[src/rtl/pwr_pkg.sv]
package pwr_pkg;
  typedef enum logic [2:0] {
    PM_RUN  = 3'd0,
    PM_WFI  = 3'd1,
    PM_STOP = 3'd2,
    PM_STAB = 3'd3,
    PM_HALT = 3'd4
  } pm_state_e;
endpackage

[src/rtl/pwr_prescaler.sv]
module pwr_prescaler #(
  parameter int DIV = 8,
  localparam int CW = (DIV > 1) ? $clog2(DIV) : 1
) (
  input  logic clk_i,
  input  logic rst_ni,
  output logic tick_o
);
  logic [CW-1:0] cnt_q, cnt_nx;

  always_comb begin
    if (cnt_q == CW'(DIV - 1)) cnt_nx = '0;
    else                       cnt_nx = cnt_q + 1'b1;
  end

  always_ff @(posedge clk_i or negedge rst_ni) begin
    if (!rst_ni) cnt_q <= '0;
    else         cnt_q <= cnt_nx;
  end

  assign tick_o = (cnt_q == CW'(DIV - 1));
endmodule

[src/rtl/pwr_stop_seq.sv]
module pwr_stop_seq (
  input  logic clk_i,
  input  logic rst_ni,
  input  logic en_i,
  input  logic wr_i,
  input  logic wdata_i,
  output logic done_o
);
  logic [1:0] stage_q, stage_nx;

  always_comb begin
    stage_nx = stage_q;
    if (!en_i) begin
      stage_nx = 2'd0;
    end else if (wr_i) begin
      unique case (stage_q)
        2'd0:    stage_nx = wdata_i ? 2'd1 : 2'd0;
        2'd1:    stage_nx = wdata_i ? 2'd0 : 2'd2;
        default: stage_nx = 2'd0;
      endcase
    end
  end

  always_ff @(posedge clk_i or negedge rst_ni) begin
    if (!rst_ni) stage_q <= 2'd0;
    else         stage_q <= stage_nx;
  end

  assign done_o = en_i && wr_i && wdata_i && (stage_q == 2'd2);
endmodule

[src/rtl/pwr_wake_detect.sv]
module pwr_wake_detect #(
  parameter int N_WAKE = 16,
  localparam int IW = $clog2(N_WAKE + 1)
) (
  input  logic              clk_i,
  input  logic              rst_ni,
  input  logic [N_WAKE-1:0] lines_i,
  input  logic [N_WAKE-1:0] mask_i,
  input  logic              nmi_i,
  output logic              hit_o,
  output logic [IW-1:0]     idx_o
);
  logic [N_WAKE-1:0] prev_q, rise;
  logic              nmi_prev_q, nmi_rise;

  always_ff @(posedge clk_i or negedge rst_ni) begin
    if (!rst_ni) begin
      prev_q     <= '0;
      nmi_prev_q <= 1'b0;
    end else begin
      prev_q     <= lines_i;
      nmi_prev_q <= nmi_i;
    end
  end

  assign rise     = lines_i & ~prev_q & mask_i;
  assign nmi_rise = nmi_i & ~nmi_prev_q;
  assign hit_o    = (|rise) | nmi_rise;

  always_comb begin
    idx_o = IW'(N_WAKE);
    for (int i = N_WAKE - 1; i >= 0; i--) begin
      if (rise[i]) idx_o = IW'(i);
    end
  end
endmodule

[src/rtl/pwr_stab_timer.sv]
module pwr_stab_timer #(
  parameter int CYC = 1024,
  localparam int SW = (CYC > 1) ? $clog2(CYC) : 1
) (
  input  logic clk_i,
  input  logic rst_ni,
  input  logic clear_i,
  input  logic run_i,
  output logic done_o
);
  logic [SW-1:0] cnt_q, cnt_nx;
  logic          last;

  assign last = (cnt_q == SW'(CYC - 1));

  always_comb begin
    cnt_nx = cnt_q;
    if (clear_i)           cnt_nx = '0;
    else if (run_i && !last) cnt_nx = cnt_q + 1'b1;
  end

  always_ff @(posedge clk_i or negedge rst_ni) begin
    if (!rst_ni) cnt_q <= '0;
    else         cnt_q <= cnt_nx;
  end

  assign done_o = run_i && last;
endmodule

[src/rtl/pwr_mode_ctrl.sv]
module pwr_mode_ctrl
  import pwr_pkg::*;
#(
  parameter int N_WAKE   = 16,
  parameter int SLOW_DIV = 8,
  parameter int STAB_CYC = 1024,
  localparam int SRC_W   = $clog2(N_WAKE + 1)
) (
  input  logic              clk_i,
  input  logic              rst_ni,
  input  logic              slow_en_i,
  input  logic              wfi_req_i,
  input  logic              irq_ack_i,
  input  logic              halt_req_i,
  input  logic              wdog_en_i,
  input  logic              stop_wr_i,
  input  logic              stop_wdata_i,
  input  logic              pll_set_i,
  input  logic              nmi_i,
  input  logic [N_WAKE-1:0] wake_i,
  input  logic [N_WAKE-1:0] wake_mask_i,
  input  logic              osc_ready_i,
  output logic              cpu_clk_en_o,
  output logic              per_clk_en_o,
  output logic              wdog_run_o,
  output logic              clk_ready_o,
  output logic              pll_sel_o,
  output logic [2:0]        mode_o,
  output logic [SRC_W-1:0]  wake_src_o
);
  pm_state_e          state_q, state_nx;
  logic               pll_q, pll_nx;
  logic [SRC_W-1:0]   src_q, src_nx;
  logic               slow_tick, seq_done, wake_hit, stab_done;
  logic [SRC_W-1:0]   wake_idx;
  logic               in_run, in_wfi, in_stop, in_stab, gate_tick;

  assign in_run  = (state_q == PM_RUN);
  assign in_wfi  = (state_q == PM_WFI);
  assign in_stop = (state_q == PM_STOP);
  assign in_stab = (state_q == PM_STAB);

  pwr_prescaler #(.DIV(SLOW_DIV)) presc_i (
    .clk_i(clk_i), .rst_ni(rst_ni), .tick_o(slow_tick));

  pwr_stop_seq seq_i (
    .clk_i(clk_i), .rst_ni(rst_ni), .en_i(in_run),
    .wr_i(stop_wr_i), .wdata_i(stop_wdata_i), .done_o(seq_done));

  pwr_wake_detect #(.N_WAKE(N_WAKE)) wake_det_i (
    .clk_i(clk_i), .rst_ni(rst_ni), .lines_i(wake_i), .mask_i(wake_mask_i),
    .nmi_i(nmi_i), .hit_o(wake_hit), .idx_o(wake_idx));

  pwr_stab_timer #(.CYC(STAB_CYC)) stab_i (
    .clk_i(clk_i), .rst_ni(rst_ni), .clear_i(in_stop),
    .run_i(in_stab && osc_ready_i), .done_o(stab_done));

  always_comb begin
    state_nx = state_q;
    unique case (state_q)
      PM_RUN: begin
        if (seq_done && !nmi_i)             state_nx = PM_STOP;
        else if (halt_req_i && !wdog_en_i)  state_nx = PM_HALT;
        else if (wfi_req_i)                 state_nx = PM_WFI;
      end
      PM_WFI:  if (irq_ack_i) state_nx = PM_RUN;
      PM_STOP: if (wake_hit)  state_nx = PM_STAB;
      PM_STAB: if (stab_done) state_nx = PM_RUN;
      PM_HALT: state_nx = PM_HALT;
      default: state_nx = PM_RUN;
    endcase
  end

  always_comb begin
    pll_nx = pll_q;
    if (in_run && state_nx == PM_STOP) pll_nx = 1'b0;
    else if (in_run && pll_set_i)      pll_nx = 1'b1;
    src_nx = src_q;
    if (in_stop && wake_hit) src_nx = wake_idx;
  end

  always_ff @(posedge clk_i or negedge rst_ni) begin
    if (!rst_ni) begin
      state_q <= PM_RUN;
      pll_q   <= 1'b0;
      src_q   <= '0;
    end else begin
      state_q <= state_nx;
      pll_q   <= pll_nx;
      src_q   <= src_nx;
    end
  end

  assign gate_tick    = slow_en_i ? slow_tick : 1'b1;
  assign cpu_clk_en_o = in_run && gate_tick;
  assign per_clk_en_o = (in_run || in_wfi) && gate_tick;
  assign wdog_run_o   = in_run || in_wfi;
  assign clk_ready_o  = !(in_stop || in_stab);
  assign pll_sel_o    = pll_q;
  assign mode_o       = state_q;
  assign wake_src_o   = src_q;
endmodule

[config.mk]
export PLATFORM = sky130hd
export DESIGN_NAME = pwr_mode_ctrl
export DESIGN_NICKNAME = d
export VERILOG_FILES = /design/src/rtl/pwr_pkg.sv /design/src/rtl/pwr_prescaler.sv /design/src/rtl/pwr_stop_seq.sv /design/src/rtl/pwr_wake_detect.sv /design/src/rtl/pwr_stab_timer.sv /design/src/rtl/pwr_mode_ctrl.sv
export SDC_FILE = /design/constraint.sdc
export NUM_CORES = 1
export LEC_CHECK = 0
export BUFFER_PORTS_ARGS = -buffer_cell sky130_fd_sc_hd__buf_2
export CAP_MARGIN = 10
export CORE_MARGIN = 5
export CORE_UTILIZATION = 51
export DETAILED_ROUTE_END_ITERATION = 6
export PLACE_DENSITY_LB_ADDON = 0.05
export SLEW_MARGIN = 15
export SYNTH_ARGS = -nofsm -noshare
export SYNTH_HDL_FRONTEND = slang
export SYNTH_SLANG_ARGS = --single-unit
export TNS_END_PERCENT = 30
[constraint.sdc]
create_clock -name clk_i -period 2.7 [get_ports clk_i]
set_input_delay 0.27 -clock clk_i [delete_from_list [all_inputs] [get_ports clk_i]]
set_output_delay 0.27 -clock clk_i [all_outputs]
set_load 0.005 [all_outputs]
==> impl_results.md, run 1 <==
- Run status: completed
- Leakage: 0.00116 uW
- H-tree Lvls: 2
- Post-Syn Area per Cell: 10.8 um^2
- Seq/Total Area, Yosys: 54.2%
- Post-synth top cells: dfrtp_1, nor2_1, nand2_1
- RSZ-0062 raised after global routing: no
- Unique masters post-synth: 39
- Setup TNS Final: 0 ns
- CP endpoint: mode_o[0]$_DFF_PN0_
- # Post-CTS Setup Buffers: 0
- Syn nets: 223
- Yosys top cell area share: 54.2%
- Critical path class: flip-flop to flip-flop
- Reg2Reg Launch Point: mode_o[0]$_DFF_PN0_
- Routed len/inst: 14.3 um
- Synth top area cells: dfrtp_1, nor2_1, nand3b_1
- DR vias: 1513
- Peak VDD IR: 0.391 mV
- Vias in the first global route: 1554
- Hold Violations, Final: 0
- Clk_lat worst skew: 0.30 ns
- Synthesized cell area: 0.00189 mm^2
- CTS tree: done
- Relative slew slack: 39.8%
- Fill count: 308
- Largest net degree at the start of global routing: 42
- Critical R2R Capture: mode_o[0]$_DFF_PN0_
- Critical path peak fanout: 9
- Switch share: 27.8%
- Final WL: 4100 um
- Slew Limit Fails: 0
- Gate power share: 20.3%
- Clock tree buffer depth: 2
- NetSw: 420 uW
- Sink Count: 41
- Layout cells sized above 1: 31.4%
- HP Class: input pin to flip-flop
- Overflow after GRT: 0
- PortBufs: 56
- Initial Util: 52.1%
- Maximum clock rate: 0.495 GHz
- Initial antenna violation count: 0
- Die Area: 0.00503 mm^2
- Worst slew pin tran: 0.903 ns
- Top FF cell, synth: dfrtp_1
- Yosys reg bits: 41
- Power per cell area: 649 mW/mm^2
- Final net count: 285
- Std cell rows: 22
- CP max stage cell: or4b_4
- Die Ht: 70.9 um
- Max Cap Viol: 0
- Core Box Area: 0.00363 mm^2
- Die width: 70.9 um
- Most frequent cell after synthesis: dfrtp_1
- DRT iter0 DRCs: 85
- Routed Antenna Nets: 0
- Leading area contributor after synthesis: dfrtp_1
- Total power: 1510 uW
- Period utilization: 74.8%
- Worst EP arrival: 2.20 ns
- Crit path launch type: flip-flop
- Total CTS buffers: 5
- Worst path max stage delay: 0.56 ns
- Clock transition at path regs: 0.08 ns
- Gr usage total: 17.5%
- Area Overhead vs Synth: 22.9%
- Drt pass-1 iters: 4
- First-pass GRT wire length: 6940 um
- Sequential power share: 50.6%
- Setup Viol. Count Final: 0
- # diodes: 0
- Placed insts: 279
- Placer Congestion: 0.849
- Non-filler instance count after layout: 287
- Critical Path RT: 2.88 ns
- R2R setup slack: 0.68 ns
- Hold_buf cts: 0
- Post-DP HPWL: 3060 um
- R2r worst-path depth: 5
- Root Driver: clkbuf_8
- Internal power: 1090 uW
- Via/cell ratio: 5.27
- Critical Path Start: mode_o[0]$_DFF_PN0_
- Mapped Cells: 176
- Post-synth EDFFs: 0
- YS warnings: 0
- Tmin final: 2.02 ns
- Ys async rst share: 100%
- Clk_skew: 0.00480 ns
- Setup crit end kind: flip-flop
- Worst-path cell chain: or3_4 > or4b_4 > nand3_2 > mux2i_1 > a211o_1
- I/O pins: 57
- Post-route DRC: 0
- Clock Power Share: 29.1%
- Post-cts sizing count: 0
==> metal layers <==
layer  up-vias  track usage [%]  part of all wire, %
li1        744                -                    -
met1       721             20.6                   43
met2        42             29.5                   50
met3         6             5.97                  6.1
met4         0             7.10                  1.4
met5         -                0                    0
==> power by group through the flow <==
stage	sequential, uW	combinational [uW]	clock, uW
2_1_floorplan	761	181	0
3_3_place_gp	770	299	0
3_5_place_dp	776	311	0
4_1_cts	764	313	455
5_1_grt	778	346	489
6_report	765	307	439
==> cell type report <==
cell class,count,area (um^2),area share [%]
Clock buffer,7,96.3,4.14
Timing Repair Buffer,57,288,12.4
Clock inverter,1,5.00,0.215
Multi-Input combinational cell,126,826,35.5
Sequential cell,41,1030,44.1
Tap cell,48,60.1,2.58
Inverter,7,26.3,1.13
==> stage by stage <==
step,instance area [um^2],setup slack (ns),util (%),hold WS (ns)
floorplan,1890,0.737,-,-0.0256
global placement,2230,0.749,61.3,0.387
detailed placement,2230,0.697,61.3,0.391
CTS,2330,0.675,64.0,0.0732
global route,2330,0.590,64.0,0.0676
finish,2330,0.681,64.0,0.0857
==> worst min-delay path by stage <==
stage              start                              to  slack, ns  cells after the start
2_1_floorplan     rst_ni             mode_o[0]$_DFF_PN0_      -0.03                      0
3_3_place_gp   wake_i[3]  wake_det_i.prev_q[3]$_DFF_PN0_       0.39                      1
5_1_grt        wake_i[3]  wake_det_i.prev_q[3]$_DFF_PN0_       0.07                      1
3_5_place_dp   wake_i[2]  wake_det_i.prev_q[2]$_DFF_PN0_       0.39                      1
6_report       wake_i[3]  wake_det_i.prev_q[3]$_DFF_PN0_       0.09                      1
4_1_cts        wake_i[3]  wake_det_i.prev_q[3]$_DFF_PN0_       0.07                      1
==> cells in the final DEF, fill, tap and decap left out, types with 2 or more instances in the layout <==
master / netlist / final
xnor2_1: 5 / 5
dfrtp_1: 41 / 41
ha_1: 3 / 3
nor2b_1: 5 / 5
nor4b_1: 2 / 2
and2_1: 3 / 3
a31oi_1: 2 / 2
clkbuf_8: 0 / 7
nand4_1: 5 / 5
nor2_1: 20 / 20
o21ba_2: 2 / 2
a21oi_1: 6 / 6
or3_1: 2 / 2
mux2_2: 4 / 4
nor3_1: 2 / 2
nand3_1: 5 / 5
nand3b_1: 9 / 9
a211o_1: 2 / 2
nand2b_1: 3 / 3
and3_1: 3 / 3
mux2i_1: 2 / 2
o21ai_0: 7 / 7
nand2_1: 14 / 14
xor2_1: 2 / 2
and3b_1: 6 / 6
buf_2: 0 / 56
inv_1: 7 / 7
==> worst max-delay path, delay by kind of cell, from the launching register on <==
family | cells | cell delay, ns
muxes | 1 | 0.06
DFF | 1 | 0.47
and+or+nand+nor | 3 | 1.08
AOI/OAI and AO/OA | 1 | 0.30
==> sequential cells by signal, summed over array words and instances (netlist names) <==
register	cells
seq_i.stage_q	2
pll_sel_o	1
presc_i.cnt_q	3
stab_i.cnt_q	10
wake_src_o	5
mode_o	3
wake_det_i.nmi_prev_q	1
wake_det_i.prev_q	16
==> cells by family (layout without fill, tap and decap cells) <==
logic type | Yosys count | in the layout | share of synthesized area (%)
and+or+nand+nor | 84 | 84 | 25.5
buffers and inverters | 9 | 72 | 2.18
DFF | 41 | 41 | 54.2
AOI/OAI and AO/OA | 26 | 26 | 9.45
adders and majority gates | 3 | 3 | 1.98
muxes | 6 | 6 | 3.44
xor gates and xnor gates | 7 | 7 | 3.24
No activity file was read; power rests on OpenSTA's default activity.
==> run 2, diff against run 1 <==
==> constraint.sdc (replaced) <==
create_clock -name clk_i -period 2.05 [get_ports clk_i]
set_input_delay 0.205 -clock clk_i [delete_from_list [all_inputs] [get_ports clk_i]]
set_output_delay 0.205 -clock clk_i [all_outputs]
set_load 0.005 [all_outputs]
==> run 2 against run 1 <==
- via count decreased by 0.93%
- non-clock buffer count grew 2
- global-route usage decreased by 0.15 points
- combinational power grew 39%
- critical endpoint unchanged
==> impl_results.md, run 2 (synthesis gave the netlist of run 1 again) <==
- Hold Violations, Final: 0
- Hold Startpoint: wake_i[3]
- Area Overhead vs Synth: 25.4%
- Max Cap Viol: 0
- Critical Path Start: mode_o[2]$_DFF_PN0_
- Overflow after GRT: 0
- Hold_buf cts: 0
- I/O pins: 57
- First-pass GRT wire length: 7020 um
- Routed len/inst: 14.0 um
- Root Driver: clkbuf_8
- Post-route DRC: 0
- Worst slew pin tran: 0.899 ns
- Clk_skew: 0.00689 ns
- Critical path class: flip-flop to flip-flop
- Busiest layer in global routing: met2
- Peak VDD IR: 0.604 mV
- PortBufs: 56
- HP Class: input pin to flip-flop
- # Post-CTS Setup Buffers: 0
- Worst path max stage delay: 0.57 ns
- Drt pass-1 iters: 4
- Setup Viol. Count Final: 0
- Die Ht: 70.9 um
- Relative slew slack: 40.1%
- Tmin final: 1.97 ns
- Critical path peak fanout: 7
- Initial antenna violation count: 0
- Std cell rows: 22
- Post-DP HPWL: 3100 um
- GRT met2 Usage: 32.3%
- Period utilization: 96.3%
- Worst EP arrival: 2.15 ns
- Die width: 70.9 um
- # diodes: 0
- Critical Path RT: 2.22 ns
- CP max stage cell: or4b_4
- Dpl cell area: 0.00224 mm^2
- Most frequent cells in the layout: buf_2, dfrtp_1, nor2_1
- Setup crit end kind: flip-flop
- Total CTS buffers: 5
- Via/cell ratio: 5.19
- Worst Path Buf+Inv: 0
- Most common cell after layout, fill and taps aside: buf_2
- Routed Antenna Nets: 0
- Clk_lat worst skew: 0.29 ns
- Crit path launch type: flip-flop
- Final net count: 287
- Run status: completed
- Worst-path cell chain: or3_4 > or4b_4 > nand3_2 > mux2i_1 > a211o_1
- GR Util met3: 5.11%
- Setup TNS Final: 0 ns
- Max reg flops: 16
- Largest Register: wake_det_i.prev_q
- Die Area: 0.00503 mm^2
- Layout cells sized above 1: 32.0%
- Reg2Reg Launch Point: mode_o[2]$_DFF_PN0_
- Power per cell area: 919 mW/mm^2
- Largest net degree at the start of global routing: 42
- DR vias: 1499
- Delay-heaviest family, CP: simple AND/OR/NAND/NOR gates
- Sink Count: 41
- Post-cts sizing count: 0
- Placer Congestion: 0.837
- Post-layout util: 65.4%
- Clock transition at path regs: 0.08 ns
- RSZ-0062 raised after global routing: no
- H-tree Lvls: 2
- Leakage: 0.00119 uW
- Slew Limit Fails: 0
- Initial Util: 52.1%
- Clock tree buffer depth: 2
- Core Box Area: 0.00363 mm^2
- DRT iter0 DRCs: 53
- CTS tree: done
- Gr usage total: 17.4%
- GR Util met1: 19.0%
- Final WL: 4050 um
- Maximum clock rate: 0.507 GHz
- Vias in the first global route: 1675
- Fin area: 0.00237 mm^2
==> run 2: cell types whose count changed in the layout (fill, tap and decap cells not counted) <==
| cell | change |
|---|---|
| buf_4 | +2 |
| bufinv_16 | +2 |
| clkbuf_8 | -2 |
==> run 2: cell type report <==
cell class                      count  area, um^2
Clock buffer                        5        68.8
Clock inverter                      3        65.1
Fill cell                         292        1260
Inverter                            7        26.3
Multi-Input combinational cell    126         826
Sequential cell                    41        1030
Tap cell                           48        60.1
Timing Repair Buffer               59         303
==> run 2: worst paths after layout <==
path / endpoint / slack, ns / depth (start not counted)
min in group asynchronous: wake_det_i.prev_q[11]$_DFF_PN0_ / 0.04 / 1
worst min register to register: presc_i.cnt_q[0]$_DFF_PN0_ / 0.43 / 1
worst max-delay path: mode_o[0]$_DFF_PN0_ / 0.08 / 5
worst min-delay path: wake_det_i.prev_q[3]$_DFF_PN0_ / 0.03 / 1
worst max register to register: mode_o[0]$_DFF_PN0_ / 0.08 / 5
max in group asynchronous: wake_det_i.prev_q[13]$_DFF_PN0_ / 1.44 / 1
==> run 2: metrics by stage <==
stage | hold slack [ns] | power (uW) | setup slack (ns) | instances
6_report | 0.0287 | 2180 | 0.0758 | 289
5_1_grt | 0.0132 | 2310 | 0.0231 | 289
4_1_cts | 0.0171 | 2210 | 0.0995 | 289
3_5_place_dp | 0.326 | 1440 | 0.115 | 281
3_3_place_gp | 0.322 | 1420 | 0.189 | 281
2_1_floorplan | -0.0906 | 1240 | 0.0873 | 176
==> run 2: worst register-to-register path, delay by kind of cell, from the launching register on <==
family / cells / cell delay, ns
compound gates: 1 / 0.30
mux: 1 / 0.06
simple gates: 3 / 1.05
flops: 1 / 0.45
==> run 2: layer usage <==
metal / vias to the layer above / wire (um)
met4: 0 / 49
met2: 36 / 2090
met5: - / 0
met3: 6 / 237
li1: 747 / -
met1: 710 / 1680
==> run 2: power by group <==
group          switching, uW  internal, uW
Sequential              78.8           916
Combinational            203           225
Clock                    276           484
Total                    557          1620
